<file path="config.mk">
export PLATFORM = sky130hd
export DESIGN_NAME = lock_window_detector
export DESIGN_NICKNAME = d
export VERILOG_FILES = /design/src/rtl/lockdet_pkg.sv /design/src/rtl/lockdet_rise.sv /design/src/rtl/lockdet_phase_meter.sv /design/src/rtl/lockdet_window_judge.sv /design/src/rtl/lock_window_detector.sv
export SDC_FILE = /design/constraint.sdc
export NUM_CORES = 1
export LEC_CHECK = 0
export BUFFER_PORTS_ARGS = -buffer_cell sky130_fd_sc_hd__buf_4
export CORE_ASPECT_RATIO = 0.7
export CORE_MARGIN = 2
export CORE_UTILIZATION = 55
export CTS_BUF_LIST = sky130_fd_sc_hd__clkbuf_4 sky130_fd_sc_hd__clkbuf_8
export CTS_CLUSTER_SIZE = 25
export DETAILED_ROUTE_END_ITERATION = 10
export PLACE_DENSITY = 0.76
export SYNTH_ARGS = -nofsm -noshare
export SYNTH_HDL_FRONTEND = slang
export SYNTH_SLANG_ARGS = --single-unit
export TNS_END_PERCENT = 20
</file>
<file path="constraint.sdc">
create_clock -name clk -period 2 [get_ports clk]
set_input_delay 0.3 -clock clk [delete_from_list [all_inputs] [get_ports clk]]
set_output_delay 0.3 -clock clk [all_outputs]
set_load 0.005 [all_outputs]
</file>
<file path="src/rtl/lockdet_pkg.sv">
package lockdet_pkg;
  // Classification of one measured phase error
  typedef enum logic [1:0] {
    ERR_SMALL = 2'd0,   // strictly below the acquire threshold
    ERR_MID   = 2'd1,   // inside the hysteresis band
    ERR_BIG   = 2'd2    // above the release threshold, or partner edge lost
  } err_class_t;
endpackage

</file>
<file path="src/rtl/lockdet_rise.sv">
module lockdet_rise #(
  parameter int N = 2
) (
  input  logic         clk,
  input  logic         clr,
  input  logic [N-1:0] sig,
  output logic [N-1:0] rise
);
  logic [N-1:0] prev;

  for (genvar i = 0; i < N; i++) begin : g_ch
    always_ff @(posedge clk) begin
      if (clr) begin
        prev[i] <= 1'b0;
        rise[i] <= 1'b0;
      end else begin
        prev[i] <= sig[i];
        rise[i] <= sig[i] & ~prev[i];
      end
    end
  end
endmodule

</file>
<file path="src/rtl/lockdet_phase_meter.sv">
module lockdet_phase_meter
  import lockdet_pkg::*;
#(
  parameter int TW1_TICKS = 3,
  parameter int TW2_TICKS = 3,
  parameter int MAX_TICKS = 255,
  parameter int CNT_W     = $clog2(MAX_TICKS + 1)
) (
  input  logic       clk,
  input  logic       clr,
  input  logic       ref_e,
  input  logic       fb_e,
  output logic       smp_vld,
  output err_class_t smp_cls
);
  localparam logic [CNT_W:0]   TW1_V    = (CNT_W+1)'(TW1_TICKS);
  localparam logic [CNT_W:0]   TW2_V    = (CNT_W+1)'(TW2_TICKS);
  localparam logic [CNT_W-1:0] CNT_LAST = CNT_W'(MAX_TICKS - 1);

  logic             busy;     // an anchor edge is waiting for its partner
  logic             anc_ref;  // 1: anchor is reference, 0: anchor is feedback
  logic [CNT_W-1:0] cnt;
  logic             own_e, partner_e;

  assign own_e     = anc_ref ? ref_e : fb_e;
  assign partner_e = anc_ref ? fb_e  : ref_e;

  function automatic err_class_t classify(input logic [CNT_W:0] e);
    if (e < TW1_V)      return ERR_SMALL;
    else if (e > TW2_V) return ERR_BIG;
    else                return ERR_MID;
  endfunction

  always_ff @(posedge clk) begin
    if (clr) begin
      busy    <= 1'b0;
      anc_ref <= 1'b1;
      cnt     <= '0;
      smp_vld <= 1'b0;
      smp_cls <= ERR_SMALL;
    end else begin
      smp_vld <= 1'b0;
      if (!busy) begin
        if (ref_e && fb_e) begin
          smp_vld <= 1'b1;
          smp_cls <= classify('0);
        end else if (ref_e || fb_e) begin
          busy    <= 1'b1;
          anc_ref <= ref_e;
          cnt     <= '0;
        end
      end else if (own_e) begin
        // anchor repeated before its partner: lost edge, re-anchor here
        smp_vld <= 1'b1;
        smp_cls <= ERR_BIG;
        cnt     <= '0;
      end else if (partner_e) begin
        smp_vld <= 1'b1;
        smp_cls <= classify({1'b0, cnt} + 1'b1);
        busy    <= 1'b0;
      end else if (cnt == CNT_LAST) begin
        smp_vld <= 1'b1;
        smp_cls <= ERR_BIG;
        busy    <= 1'b0;
      end else begin
        cnt <= cnt + 1'b1;
      end
    end
  end

  // a partner that does not come in time yields a large error
  assert_timeout_big_R6: assert property (@(posedge clk) disable iff (clr)
    (busy && cnt == CNT_LAST && !own_e && !partner_e) |=> (smp_vld && smp_cls == ERR_BIG));

  // repeated anchor edge yields a large error
  assert_repeat_big_R6: assert property (@(posedge clk) disable iff (clr)
    (busy && own_e) |=> (smp_vld && smp_cls == ERR_BIG));
endmodule

</file>
<file path="src/rtl/lockdet_window_judge.sv">
module lockdet_window_judge
  import lockdet_pkg::*;
#(
  parameter int WIN_CYCLES = 64,
  parameter int IDX_W      = $clog2(WIN_CYCLES)
) (
  input  logic       clk,
  input  logic       clr,
  input  logic       smp_vld,
  input  err_class_t smp_cls,
  output logic       lock_q
);
  localparam logic [IDX_W-1:0] IDX_LAST = IDX_W'(WIN_CYCLES - 1);

  logic [IDX_W-1:0] idx;
  logic             dirty;  // some sample of this window was not small

  always_ff @(posedge clk) begin
    if (clr) begin
      idx    <= '0;
      dirty  <= 1'b0;
      lock_q <= 1'b0;
    end else if (smp_vld) begin
      if (smp_cls == ERR_BIG) lock_q <= 1'b0;
      if (idx == IDX_LAST) begin
        idx   <= '0;
        dirty <= 1'b0;
        if (!dirty && smp_cls == ERR_SMALL) lock_q <= 1'b1;
      end else begin
        idx   <= idx + 1'b1;
        dirty <= dirty | (smp_cls != ERR_SMALL);
      end
    end
  end

  // lock can only rise on the closing sample of a window
  assert_rise_at_window_end_R3: assert property (@(posedge clk) disable iff (clr)
    $rose(lock_q) |-> $past(smp_vld && idx == IDX_LAST && smp_cls == ERR_SMALL));

  // a large error drops the verdict on the next edge
  assert_big_drops_R4: assert property (@(posedge clk) disable iff (clr)
    (smp_vld && smp_cls == ERR_BIG) |=> !lock_q);
endmodule

</file>
<file path="src/rtl/lock_window_detector.sv">
module lock_window_detector
  import lockdet_pkg::*;
#(
  parameter int WIN_CYCLES = 64,
  parameter int TW1_TICKS  = 3,
  parameter int TW2_TICKS  = 3,
  parameter int MAX_TICKS  = 255
) (
  input  logic clk,
  input  logic rst,
  input  logic ref_in,
  input  logic fb_in,
  input  logic en,
  input  logic force_low,
  output logic lock_o
);
  localparam int CNT_W = $clog2(MAX_TICKS + 1);
  localparam int IDX_W = $clog2(WIN_CYCLES);

  logic       clr;
  logic [1:0] rise;
  logic       smp_vld;
  err_class_t smp_cls;
  logic       verdict;

  assign clr = rst | ~en;

  lockdet_rise #(.N(2)) u_rise (
    .clk  (clk),
    .clr  (clr),
    .sig  ({fb_in, ref_in}),
    .rise (rise)
  );

  lockdet_phase_meter #(
    .TW1_TICKS (TW1_TICKS),
    .TW2_TICKS (TW2_TICKS),
    .MAX_TICKS (MAX_TICKS),
    .CNT_W     (CNT_W)
  ) u_meter (
    .clk     (clk),
    .clr     (clr),
    .ref_e   (rise[0]),
    .fb_e    (rise[1]),
    .smp_vld (smp_vld),
    .smp_cls (smp_cls)
  );

  lockdet_window_judge #(
    .WIN_CYCLES (WIN_CYCLES),
    .IDX_W      (IDX_W)
  ) u_judge (
    .clk     (clk),
    .clr     (clr),
    .smp_vld (smp_vld),
    .smp_cls (smp_cls),
    .lock_q  (verdict)
  );

  always_ff @(posedge clk) begin
    if (rst) lock_o <= 1'b0;
    else     lock_o <= en & ~force_low & verdict;
  end

  // forcing holds the indicator low
  assert_force_low_R7: assert property (@(posedge clk) disable iff (rst)
    force_low |=> !lock_o);

  // disabling clears the indicator
  assert_disable_clears_R8: assert property (@(posedge clk) disable iff (rst)
    !en |=> !lock_o);

  // reset leaves the indicator low
  assert_reset_low_R1: assert property (@(posedge clk)
    rst |=> !lock_o);
endmodule

</file>
==> Yosys cells after proc, flatten, opt, wreduce, memory -nomap -nowiden <==
Index checks and enable logic that the tools add are counted.
W data, S select, Z words.
{ "op_classes": {"add_sub_neg": 3, "n_mul": 0, "div": 0, "order_cmp": 2, "n_eq_ne": 7, "n_shift": 0, "mux": 31, "n_bitwise": 12, "n_reduce_logical": 11} }
{ "ops": {"columns": ["cell", "count"], "rows": [
  ["$mux W8", 6],
  ["$mux W1", 17],
  ["$mux W2", 7],
  ["$add A8 B1 Y9 const B", 1],
  ["$gt A9 B2 Y1 const B", 1],
  ["$lt A9 B2 Y1 const B", 1],
  ["$add A8 B1 Y8 const B", 1],
  ["$eq A8 B8 Y1 const B", 1],
  ["$add A6 B1 Y6 const B", 1],
  ["$eq A6 B6 Y1 const B", 1],
  ["$mux W6", 1],
  ["$ne A3 B3 Y1 const B", 2],
  ["$not A1 Y1", 6],
  ["$reduce_bool A2 Y1", 3],
  ["$and A1 B1 Y1", 4],
  ["$ne A4 B4 Y1 const B", 1],
  ["$reduce_and A4 Y1", 1],
  ["$reduce_and A3 Y1", 1],
  ["$eq A2 B2 Y1 const B", 1],
  ["$logic_and A1 B1 Y1", 2],
  ["$logic_not A2 Y1", 1],
  ["$ne A2 B1 Y1 const B", 1],
  ["$or A1 B1 Y1", 2],
  ["$reduce_and A2 Y1", 1],
  ["2 further kinds", 2]
]} }
{ "word_totals": {"reg_bits": 26, "latch_bits": 0, "ramBits": 0, "rom_bits": 0, "output_inout_bits": 1, "word_cells": 79, "n_memories": 0} }

==> Logic depth before layout (Yosys ltp) <==
Gate-level depths: netlist of run 1.
{ "logic_depth": {"ltp_word": 7, "depth_mapped": 8} }

==> By module <==
A second synthesis of run 1 with hierarchy kept.
{ "hier_totals": {"hier_cells": 156, "hier_area_um2": 1361.3} }
{ "by_module_without_submodules": {"columns": ["mod", "instances", "cells_each", "area_each_um2", "seq_area_each_um2"], "rows": [
  ["lockdet_phase_meter", 1, 105, 858.3, 260.2],
  ["lockdet_window_judge", 1, 40, 346.6, 160.2],
  ["lockdet_rise", 1, 8, 117.6, 80.1],
  ["lock_window_detector", 1, 3, 38.8, 20.0]
]} }

==> Worst setup path after synthesis of run 1 <==
OpenSTA, ideal clock, no wires.
{ "synth_path": {"path_kind": "register to register", "startpoint": "register u_meter.cnt[0]", "endpoint": "register u_meter.smp_cls[1]", "setup_ns": 0.062, "arrival_time_ns": 1.682, "required_ns": 1.938, "setup_slack_ns": 0.256, "stages_incl_launch_ff": 9, "path_buffers": 1, "period_less_slack_ns": 1.744, "path_cell_list": "dfxtp_1 -> buf_4 -> inv_1 -> ha_1 -> or3_1 -> or3_1 -> a21boi_1 -> o21ai_0 -> nand3_1"} }
{ "synth_via": {"elab_chain_len": 7, "elab_cells_between_ends": 11} }
{ "synth_lines": {"columns": ["element", "line", "source"], "rows": [
  ["start, declared", "lockdet_phase_meter.sv:22", "logic [CNT_W-1:0] cnt;"],
  ["start signal, assigned", "lockdet_phase_meter.sv:66", "cnt <= cnt + 1'b1;"],
  ["$add A8 B1 Y9", "lockdet_phase_meter.sv:59", "smp_cls <= classify({1'b0, cnt} + 1'b1);"],
  ["$gt A9 B2 Y1", "lockdet_phase_meter.sv:30", "else if (e > TW2_V) return ERR_BIG;"],
  ["$mux W2", "lockdet_phase_meter.sv:30", null],
  ["$mux W2", "lockdet_phase_meter.sv:29", "if (e < TW1_V) return ERR_SMALL;"],
  ["$mux W2", "lockdet_phase_meter.sv:57", "end else if (partner_e) begin"],
  ["$mux W2", "lockdet_phase_meter.sv:52", "end else if (own_e) begin"],
  ["$mux W2", "lockdet_phase_meter.sv:43", "if (!busy) begin"],
  ["end signal, assigned", "lockdet_phase_meter.sv:46", "smp_cls <= classify('0);"],
  ["end signal, assigned", "lockdet_phase_meter.sv:59", null],
  ["end, declared", "lockdet_phase_meter.sv:14", "output err_class_t smp_cls"]
]} }
Parallel ways exist; a longest one is shown, timed or not.
A chain may end at the register's enable or synchronous reset.

==> Final worst setup path of run 1 <==
{ "layout_path": {"startpoint": "register u_rise.rise[1]", "endpoint": "register u_meter.cnt[4]"} }
{ "layout_via": {"elab_chain_len": 3, "elab_cells_between_ends": 11} }
{ "layout_lines": {"columns": ["element", "line", "source"], "rows": [
  ["start, declared", "lockdet_rise.sv:7", "output logic [N-1:0] rise"],
  ["start signal, assigned by index", "lockdet_rise.sv:18", "rise[i] <= sig[i] & ~prev[i];"],
  ["$mux W1, or another cell as far along", "lockdet_phase_meter.sv:26", "assign partner_e = anc_ref ? fb_e : ref_e;"],
  ["$ne A3 B3 Y1 (no source line), or another cell as far along", null, null],
  ["$reduce_and A4 Y1 (no source line) / $mux W8 (equally long branches)", null, null]
]} }
Parallel ways exist; a longest one is shown, timed or not.

==> results of run 1 <==
worst paths after layout:
kind / depth (start not counted) / end / startpoint
worst min-delay path: 2 / lock_o / force_low
worst min register to register: 1 / u_rise.rise[1] / u_rise.prev[1]
worst max register to register: 6 / u_meter.cnt[4] / u_rise.rise[1]
worst max-delay path: 6 / u_meter.cnt[4] / u_rise.rise[1]
where the power goes:
| group | switching [mW] | leakage, nW | internal (mW) | total [mW] |
|---|---|---|---|---|
| clock network | 0.152 | 0.0216 | 0.135 | 0.287 |
| registers | 0.00643 | 0.211 | 0.523 | 0.529 |
| logic | 0.0345 | 0.310 | 0.0284 | 0.0629 |
| total | 0.193 | 0.542 | 0.686 | 0.879 |
cell usage after synthesis (all sizes together), types with 2 or more instances:
| library cell | instances | area share [%] |
|---|---|---|
| nor2 | 21 | 5.5 |
| nor3 | 2 | 0.70 |
| ha | 5 | 4.4 |
| or3 | 3 | 1.3 |
| o211ai | 2 | 1.4 |
| or3b | 2 | 1.2 |
| and2 | 3 | 1.3 |
| inv | 6 | 1.6 |
| nand2 | 9 | 2.4 |
| o21ai | 15 | 5.3 |
| nand4 | 7 | 3.1 |
| buf | 7 | 4.0 |
| nor3b | 2 | 1.4 |
| nor2b | 7 | 3.1 |
| nor4 | 2 | 0.88 |
| dfxtp | 26 | 37 |
| mux2i | 4 | 2.8 |
| a21oi | 7 | 2.5 |
| xor2 | 5 | 3.1 |
| or4 | 2 | 1.1 |
| a31oi | 3 | 1.3 |
| clkbuf | 3 | 1.1 |
| nand3b | 2 | 1.1 |
| a211oi | 3 | 1.9 |
| nand3 | 9 | 3.2 |
per-layer routing:
metal	vias to the layer above	GRT usage (%)	share of wire (%)
met4	0	7.66	1.3
met5	-	0	0
met1	560	25.7	46
li1	609	-	-
met3	6	5.13	4.1
met2	22	37.5	49
registers in the layout (all words and copies together), names as in the netlist:
| name | count |
|---|---|
| u_judge.idx | 6 |
| lock_o | 1 |
| u_rise.rise | 2 |
| u_meter.busy | 1 |
| u_meter.smp_cls | 2 |
| u_meter.smp_vld | 1 |
| u_meter.cnt | 8 |
| u_judge.lock_q | 1 |
| u_judge.dirty | 1 |
| u_meter.anc_ref | 1 |
| u_rise.prev | 2 |
per-stage QoR:
stage          std cells  cell area (um^2)  hold WS (ns)  total power [mW]  utilization (%)
6_report             207              1530         0.183             0.879             62.0
2_1_floorplan        169              1420         0.367             0.579                -
3_5_place_dp         204              1480         0.382             0.602             60.0
5_1_grt              207              1530         0.175             0.917             62.0
4_1_cts              207              1520         0.175             0.890             61.7
3_3_place_gp         204              1480         0.373             0.599             60.0
layout make-up:
class | count | area [um^2] | area share (%)
Clock buffer | 3 | 41.3 | 2.71
Multi-Input combinational cell | 127 | 815 | 53.4
Inverter | 6 | 22.5 | 1.48
Sequential cell | 26 | 522 | 34.2
Timing Repair Buffer | 11 | 82.6 | 5.41
Tap cell | 34 | 42.5 | 2.79
cells by family (layout without fill, tap and decap cells):
kind of cell               count (synthesis)  in the layout  synth area share (%)
adders and majority gates                  5              5                  4.40
buffers and inverters                     16             20                  6.68
muxes                                      4              4                  2.81
and+or+nand+nor                           75             75                  28.2
AOI/OAI and AO/OA                         37             37                  17.6
DFF                                       26             26                  36.6
xor gates and xnor gates                   6              6                  3.69
what timing repair did:
action	CTS	global route
hold endpoints to repair	0	0
endpoints found under the setup margin	0	6
resized for setup	0	2
==> impl_metrics.py, run 1 <==
metrics = {
    "synth": {
        "syn-num-nets": 180,
        "ys_dominant_reg_cell": "dfxtp_1",
        "ys_seq_area_share_pct": 36.6,
        "syn_area_mm2": 0.00142,
        "yosys_warnings": 0,
        "synth_cell_types": 44,
        "synth.avg_cell_area_um2": 8.42,
        "synth_edf_count": 0,
        "async_flop_share_pct": 0,
        "ys_ff_latch": 26,
        "postSynthCellCount": 169,
    },
    "cells_and_area": {
        "layout_common_cells": "dfxtp_1, nor2_1, o21ai_0",
        "synthToLayoutAreaGrowth_pct": 7.21,
        "drive_above_1_share_pct": 12.7,
        "diodes": 0,
        "n_fill_cell": 221,
        "nets": 186,
        "final_common_cell": "dfxtp_1",
    },
    "worst_setup_path": {
        "arrival_ns": 2.02,
        "crit_chain": "inv_1 > ha_1 > nor3_1 > a31oi_1 > o21bai_4 > o311a_1",
        "cp_slowest_stage_delay_ns": 0.44,
        "critPathRequiredTime_ns": 2.16,
        "cp_num_buf_inv": 1,
        "cp_slowest_cell": "dfxtp_1",
        "start_kind": "flop",
        "end_kind": "flop",
        "critPathKind": "flop to flop",
        "path_delay_family": "compound AO/OA/AOI/OAI gates",
        "regToRegSetupSlack_ns": 0.15,
        "path_max_fanout": 7,
    },
    "timing": {
        "slew_violations": 0,
        "final-hold-violation-count": 0,
        "finalWorstSetupSlack_ns": 0.148,
        "rsz0062_at_grt": "false",
        "fin_crit_sh_pct": 92.6,
        "tightest_slew_ns": 0.492,
        "relSlewSlack_pct": 67.2,
        "skew_ns": 0.00592,
        "period_needed_ns": 1.85,
        "tns_ns": 0,
        "finalSetupViolCount": 0,
        "timing.fmax_mhz": 540,
    },
    "drt": {
        "drtPass1Iterations": 4,
        "first_iter_violations": 38,
        "drc": 0,
        "wl_per_cell_um": 13.9,
        "ant_nets": 0,
        "vias": 1197,
        "viasPerCell": 5.78,
        "wirelength_um": 2890,
    },
    "clock_network": {
        "cts_tree": "done",
        "clock_path_buffers": 2,
        "post_cts_buffers": 0,
        "hold_buffers": 0,
        "h-tree-depth": 1,
        "clk_latency_ns": 0.27,
        "clk_pin_slew_ns": 0.08,
        "clkSinkCount": 26,
        "cts_buffers": 3,
        "cts_root_buf": "clkbuf_8",
    },
    "run": {
        "maxCapViolCount": 0,
    },
    "floorplan": {
        "initial_core_util_pct": 57.9,
        "num_io_pins": 7,
        "row_count": 15,
        "die_w_um": 64.8,
        "fp.dieH_um": 46.6,
        "core_region_area_mm2": 0.00246,
        "die_area_mm2": 0.00302,
    },
    "place": {
        "gp_congestion": 0.869,
        "io_buffers": 6,
        "pre_cts_slack_ns": 0.122,
        "place_hpwl_um": 2120,
    },
    "global_route": {
        "grt_usage_pct": 21.2,
        "grt-ovfl-total": 0,
        "grt_max_degree": 14,
        "antenna_found_initial": 0,
        "grt_pass1_vias": 1061,
        "grt_pass1_wl_um": 4720,
    },
    "hold_path": {
        "hp-class": "input pin to flop",
    },
    "power_and_ir_drop": {
        "power_leakage_nw": 0.542,
        "power_density_mw_per_mm2": 576,
        "ir_drop_mv": 0.371,
    },
    "run_status": {
        "outcome": "finished clean",
    },
}
Power figures use the tool's default switching activity.
==> run 2: changes to the inputs <==
Settings changed: PLACE_DENSITY 0.76 to 0.73.
==> impl_metrics.py, run 2 (synthesized netlist as in run 1, its figures left out) <==
metrics = {
    "clock_network": {
        "clock_path_buffers": 2,
        "cts-resized-gates": 0,
        "hold_buffers": 0,
        "cts_buffers": 3,
        "post_cts_buffers": 0,
        "clk_latency_ns": 0.27,
        "cts_tree": "done",
        "clkSinkCount": 26,
        "cts_root_buf": "clkbuf_8",
        "clk_pin_slew_ns": 0.09,
        "h-tree-depth": 1,
    },
    "place": {
        "dp.cells": 204,
        "gp_congestion": 0.864,
        "place_hpwl_um": 2160,
        "pre_cts_slack_ns": 0.107,
        "io_buffers": 6,
        "placed_area_mm2": 0.00148,
    },
    "cells_and_area": {
        "largestRegisters": "u_meter.cnt (8), u_judge.idx (6)",
        "diodes": 0,
        "largest_register_ffs": 8,
        "layout_common_cells": "dfxtp_1, nor2_1, o21ai_0",
        "drive_above_1_share_pct": 13.8,
        "synthToLayoutAreaGrowth_pct": 8.53,
        "final-seq-area_um2": 522,
        "final_util_pct": 62.8,
        "multi_input_area_um2": 820,
        "max_flop_register": "u_meter.cnt",
        "fin_area_mm2": 0.00154,
        "final_common_cell": "dfxtp_1",
        "nets": 186,
        "final_cells": 208,
        "n_fill_cell": 221,
    },
    "floorplan": {
        "num_io_pins": 7,
        "die_area_mm2": 0.00302,
        "row_count": 15,
        "fp.dieH_um": 46.6,
        "die_w_um": 64.8,
        "initial_core_util_pct": 57.9,
        "core_region_area_mm2": 0.00246,
    },
    "worst_setup_path": {
        "arrival_ns": 2.04,
        "end_kind": "flop",
        "path_max_fanout": 9,
        "start_kind": "flop",
        "critPathKind": "flop to flop",
        "critPathRequiredTime_ns": 2.21,
    },
    "timing": {
        "skew_ns": 0.00244,
        "relSlewSlack_pct": 69.2,
        "final-hold-violation-count": 0,
        "period_needed_ns": 1.83,
        "timing.fmax_mhz": 547,
        "fin_hold_ws_ns": 0.176,
        "tns_ns": 0,
        "fin_crit_sh_pct": 91.4,
        "rsz0062_at_grt": "false",
        "slew_violations": 0,
        "finalSetupViolCount": 0,
        "tightest_slew_ns": 0.463,
        "finalWorstSetupSlack_ns": 0.173,
    },
    "drt": {
        "ant_nets": 0,
        "wl_per_cell_um": 13.6,
        "viasPerCell": 5.87,
        "wirelength_um": 2840,
        "first_iter_violations": 42,
        "drc": 0,
        "drtPass1Iterations": 4,
        "vias": 1220,
    },
    "hold_path": {
        "hp-class": "input pin to flop",
    },
    "power_and_ir_drop": {
        "p_int_mw": 0.728,
        "finalPower_mw": 0.932,
        "power_density_mw_per_mm2": 604,
        "switching_power_mw": 0.205,
        "swShare_pct": 21.9,
        "power_leakage_nw": 0.553,
        "seqPwrFrac_pct": 56.7,
        "power.share.combinational_pct": 6.8,
        "ir_drop_mv": 0.526,
        "clkPwrFrac_pct": 36.5,
    },
    "global_route": {
        "grt_max_degree": 15,
        "grt_usage_pct": 21.8,
        "grt-ovfl-total": 0,
        "antenna_found_initial": 0,
        "grt_pass1_vias": 1115,
        "grt_pass1_wl_um": 4930,
    },
    "run_status": {
        "outcome": "finished clean",
    },
    "run": {
        "maxCapViolCount": 0,
    },
}
## run 2: cell types whose count changed in the layout (fill, tap and decap cells not counted)
cell and delta:
nor3_1 -1, clkbuf_8 +1, nor3_2 +1
## run 2: power by group through the flow
| stage | clock [mW] | sequential, mW | combinational, mW |
|---|---|---|---|
| after floorplan | 0 | 0.538 | 0.0403 |
| final | 0.340 | 0.529 | 0.0635 |
| after detailed placement | 0 | 0.541 | 0.0602 |
| after global placement | 0 | 0.540 | 0.0590 |
| after global routing | 0.364 | 0.530 | 0.0705 |
| after CTS | 0.346 | 0.529 | 0.0605 |
## run 2: worst max-delay path, stage by stage (launching register included)
cell	delay [ns]
dfxtp_2	0.41
inv_1	0.07
ha_1	0.30
or3_1	0.35
or3_1	0.32
a21boi_1	0.14
o21ai_0	0.09
nand3_1	0.09
## run 2: final timing paths
check	startpoint	to	slack [ns]	cells after the start
setup / recovery	u_meter.cnt[0]	u_meter.smp_cls[1]	0.17	7
hold / removal	force_low	lock_o	0.18	2
setup reg to reg	u_meter.cnt[0]	u_meter.smp_cls[1]	0.17	7
hold reg to reg	u_rise.prev[1]	u_rise.rise[1]	0.39	1
## run 2: area by class of cell
cell class | count | share of cell area (%)
multi-input cells | 127 | 53.1
flip-flops and latches | 26 | 33.8
repair buffers | 11 | 5.35
clock buffers | 4 | 3.57
well taps | 34 | 2.76
inverters | 6 | 1.46
## run 2: layer usage
metal | GRT usage (%) | share of wire, %
met1 | 27.1 | 45
met2 | 38.6 | 48
met3 | 5.87 | 6.3
met4 | 4.68 | 0.46
met5 | 0 | 0
==> run 3: changes to the inputs <==
Settings changed: CORE_UTILIZATION 55 to 62, PLACE_DENSITY 0.73 to 0.8.
==> impl_metrics.py, run 3 (synthesized netlist as in run 1, its figures left out) <==
metrics = {
    "global_route": {
        "grt_pass1_vias": 1138,
        "antenna_found_initial": 0,
        "grt_max_degree": 15,
        "grt-ovfl-total": 0,
        "grt_pass1_wl_um": 5060,
        "grt_usage_pct": 25.5,
    },
    "power_and_ir_drop": {
        "seqPwrFrac_pct": 61.4,
        "power_leakage_nw": 0.545,
        "switching_power_mw": 0.198,
        "ir_drop_mv": 0.443,
        "clkPwrFrac_pct": 30.7,
        "swShare_pct": 23.0,
        "power.share.combinational_pct": 7.9,
        "power_density_mw_per_mm2": 566,
        "p_int_mw": 0.664,
    },
    "clock_network": {
        "cts-resized-gates": 0,
        "post_cts_buffers": 0,
        "clk_pin_slew_ns": 0.13,
        "cts_buffers": 3,
        "clkSinkCount": 26,
        "cts_tree": "done",
        "clock_path_buffers": 2,
        "h-tree-depth": 1,
        "cts_root_buf": "clkbuf_4",
        "hold_buffers": 0,
        "clk_latency_ns": 0.32,
    },
    "timing": {
        "period_needed_ns": 1.89,
        "finalSetupViolCount": 0,
        "timing.fmax_mhz": 528,
        "fin_hold_ws_ns": 0.118,
        "relSlewSlack_pct": 65.9,
        "slew_violations": 0,
        "skew_ns": 0.00759,
        "tightest_slew_ns": 0.511,
        "rsz0062_at_grt": "false",
        "fin_crit_sh_pct": 94.7,
        "tns_ns": 0,
        "final-hold-violation-count": 0,
    },
    "floorplan": {
        "row_count": 14,
        "initial_core_util_pct": 66.0,
        "fp.dieH_um": 44.1,
        "core_region_area_mm2": 0.00215,
        "num_io_pins": 7,
        "die_w_um": 61.3,
        "die_area_mm2": 0.00270,
    },
    "worst_setup_path": {
        "cp_slowest_stage_delay_ns": 0.47,
        "end_kind": "flop",
        "start_kind": "flop",
        "critPathCapture": "u_meter.cnt[1]",
        "critPathKind": "flop to flop",
        "crit_chain": "or3b_1 > a31oi_1 > o21bai_4 > mux2i_1 > nor2_1",
        "worstSetupStartpoint": "u_rise.rise[0]",
        "critPathRequiredTime_ns": 2.21,
        "cp_num_buf_inv": 0,
        "r2r_start": "u_rise.rise[0]",
        "path_max_fanout": 7,
        "timing.rr.end": "u_meter.cnt[1]",
        "regToRegSetupSlack_ns": 0.11,
        "cp.depth": 5,
        "arrival_ns": 2.10,
        "path_delay_family": "compound AO/OA/AOI/OAI gates",
        "ff2ff_path_depth": 5,
        "cp_slowest_cell": "dfxtp_1",
    },
    "drt": {
        "drtPass1Iterations": 4,
        "ant_nets": 0,
        "vias": 1240,
        "route.met2.wl_um": 1540,
        "drt-met1-wl_um": 1350,
        "drc": 0,
        "first_iter_violations": 62,
        "highest_layer": "met4",
        "met3WireLength_um": 218,
        "wl_per_cell_um": 15.2,
        "wirelength_um": 3130,
        "viasPerCell": 6.02,
    },
    "cells_and_area": {
        "final_common_cell": "dfxtp_1",
        "max_flop_register": "u_meter.cnt",
        "synthToLayoutAreaGrowth_pct": 7.04,
        "diodes": 0,
        "nets": 186,
        "largestRegisters": "u_meter.cnt (8), u_judge.idx (6)",
        "layout_common_cells": "dfxtp_1, nor2_1, o21ai_0",
        "drive_above_1_share_pct": 13.8,
        "largest_register_ffs": 8,
    },
    "run_status": {
        "outcome": "finished clean",
    },
    "place": {
        "place_hpwl_um": 2250,
        "io_buffers": 6,
        "gp_congestion": 0.898,
    },
    "run": {
        "maxCapViolCount": 0,
    },
    "hold_path": {
        "hp-class": "input pin to flop",
    },
}
==> run 3: final cells by class <==
class | instances | area (um^2)
Timing Repair Buffer | 11 | 82.6
Sequential cell | 26 | 522
Inverter | 6 | 22.5
Multi-Input combinational cell | 127 | 820
Fill cell | 182 | 632
Clock buffer | 4 | 36.3
Tap cell | 32 | 40.0
==> run 3: how the worst min path moves through the flow <==
stage / endpoint / slack (ns) / cells after the start / from
after detailed placement: u_rise.rise[1] / 0.38 / 1 / u_rise.prev[1]
after global placement: u_rise.rise[1] / 0.37 / 1 / u_rise.prev[1]
after global routing: lock_o / 0.10 / 2 / force_low
after CTS: lock_o / 0.11 / 2 / force_low
final: lock_o / 0.12 / 2 / force_low
after floorplan: u_rise.rise[0] / 0.37 / 1 / u_rise.prev[0]
==> run 3: through the flow <==
stage          area, um^2  utilization (%)  instances  worst slack (ns)  power (mW)
6_report             1520             70.7        206             0.107       0.862
5_1_grt              1520             70.7        206           0.00591       0.894
4_1_cts              1510             70.0        206            0.0169       0.865
3_5_place_dp         1470             68.4        202            0.0915       0.603
3_3_place_gp         1470             68.4        202             0.191       0.599
2_1_floorplan        1420                -        169             0.256       0.579
==> run 3: power groups by stage <==
stage	clock network, mW	logic (mW)	registers [mW]
floorplan	0	0.0403	0.538
global placement	0	0.0586	0.540
detailed placement	0	0.0623	0.541
CTS	0.272	0.0631	0.529
global route	0.289	0.0738	0.531
finish	0.264	0.0682	0.530
==> run 3: metal layers <==
layer / track usage [%] / vias up
met5: 0 / -
met4: 5.65 / 0
met3: 7.02 / 4
met2: 41.3 / 45
met1: 34.2 / 575
li1: - / 616
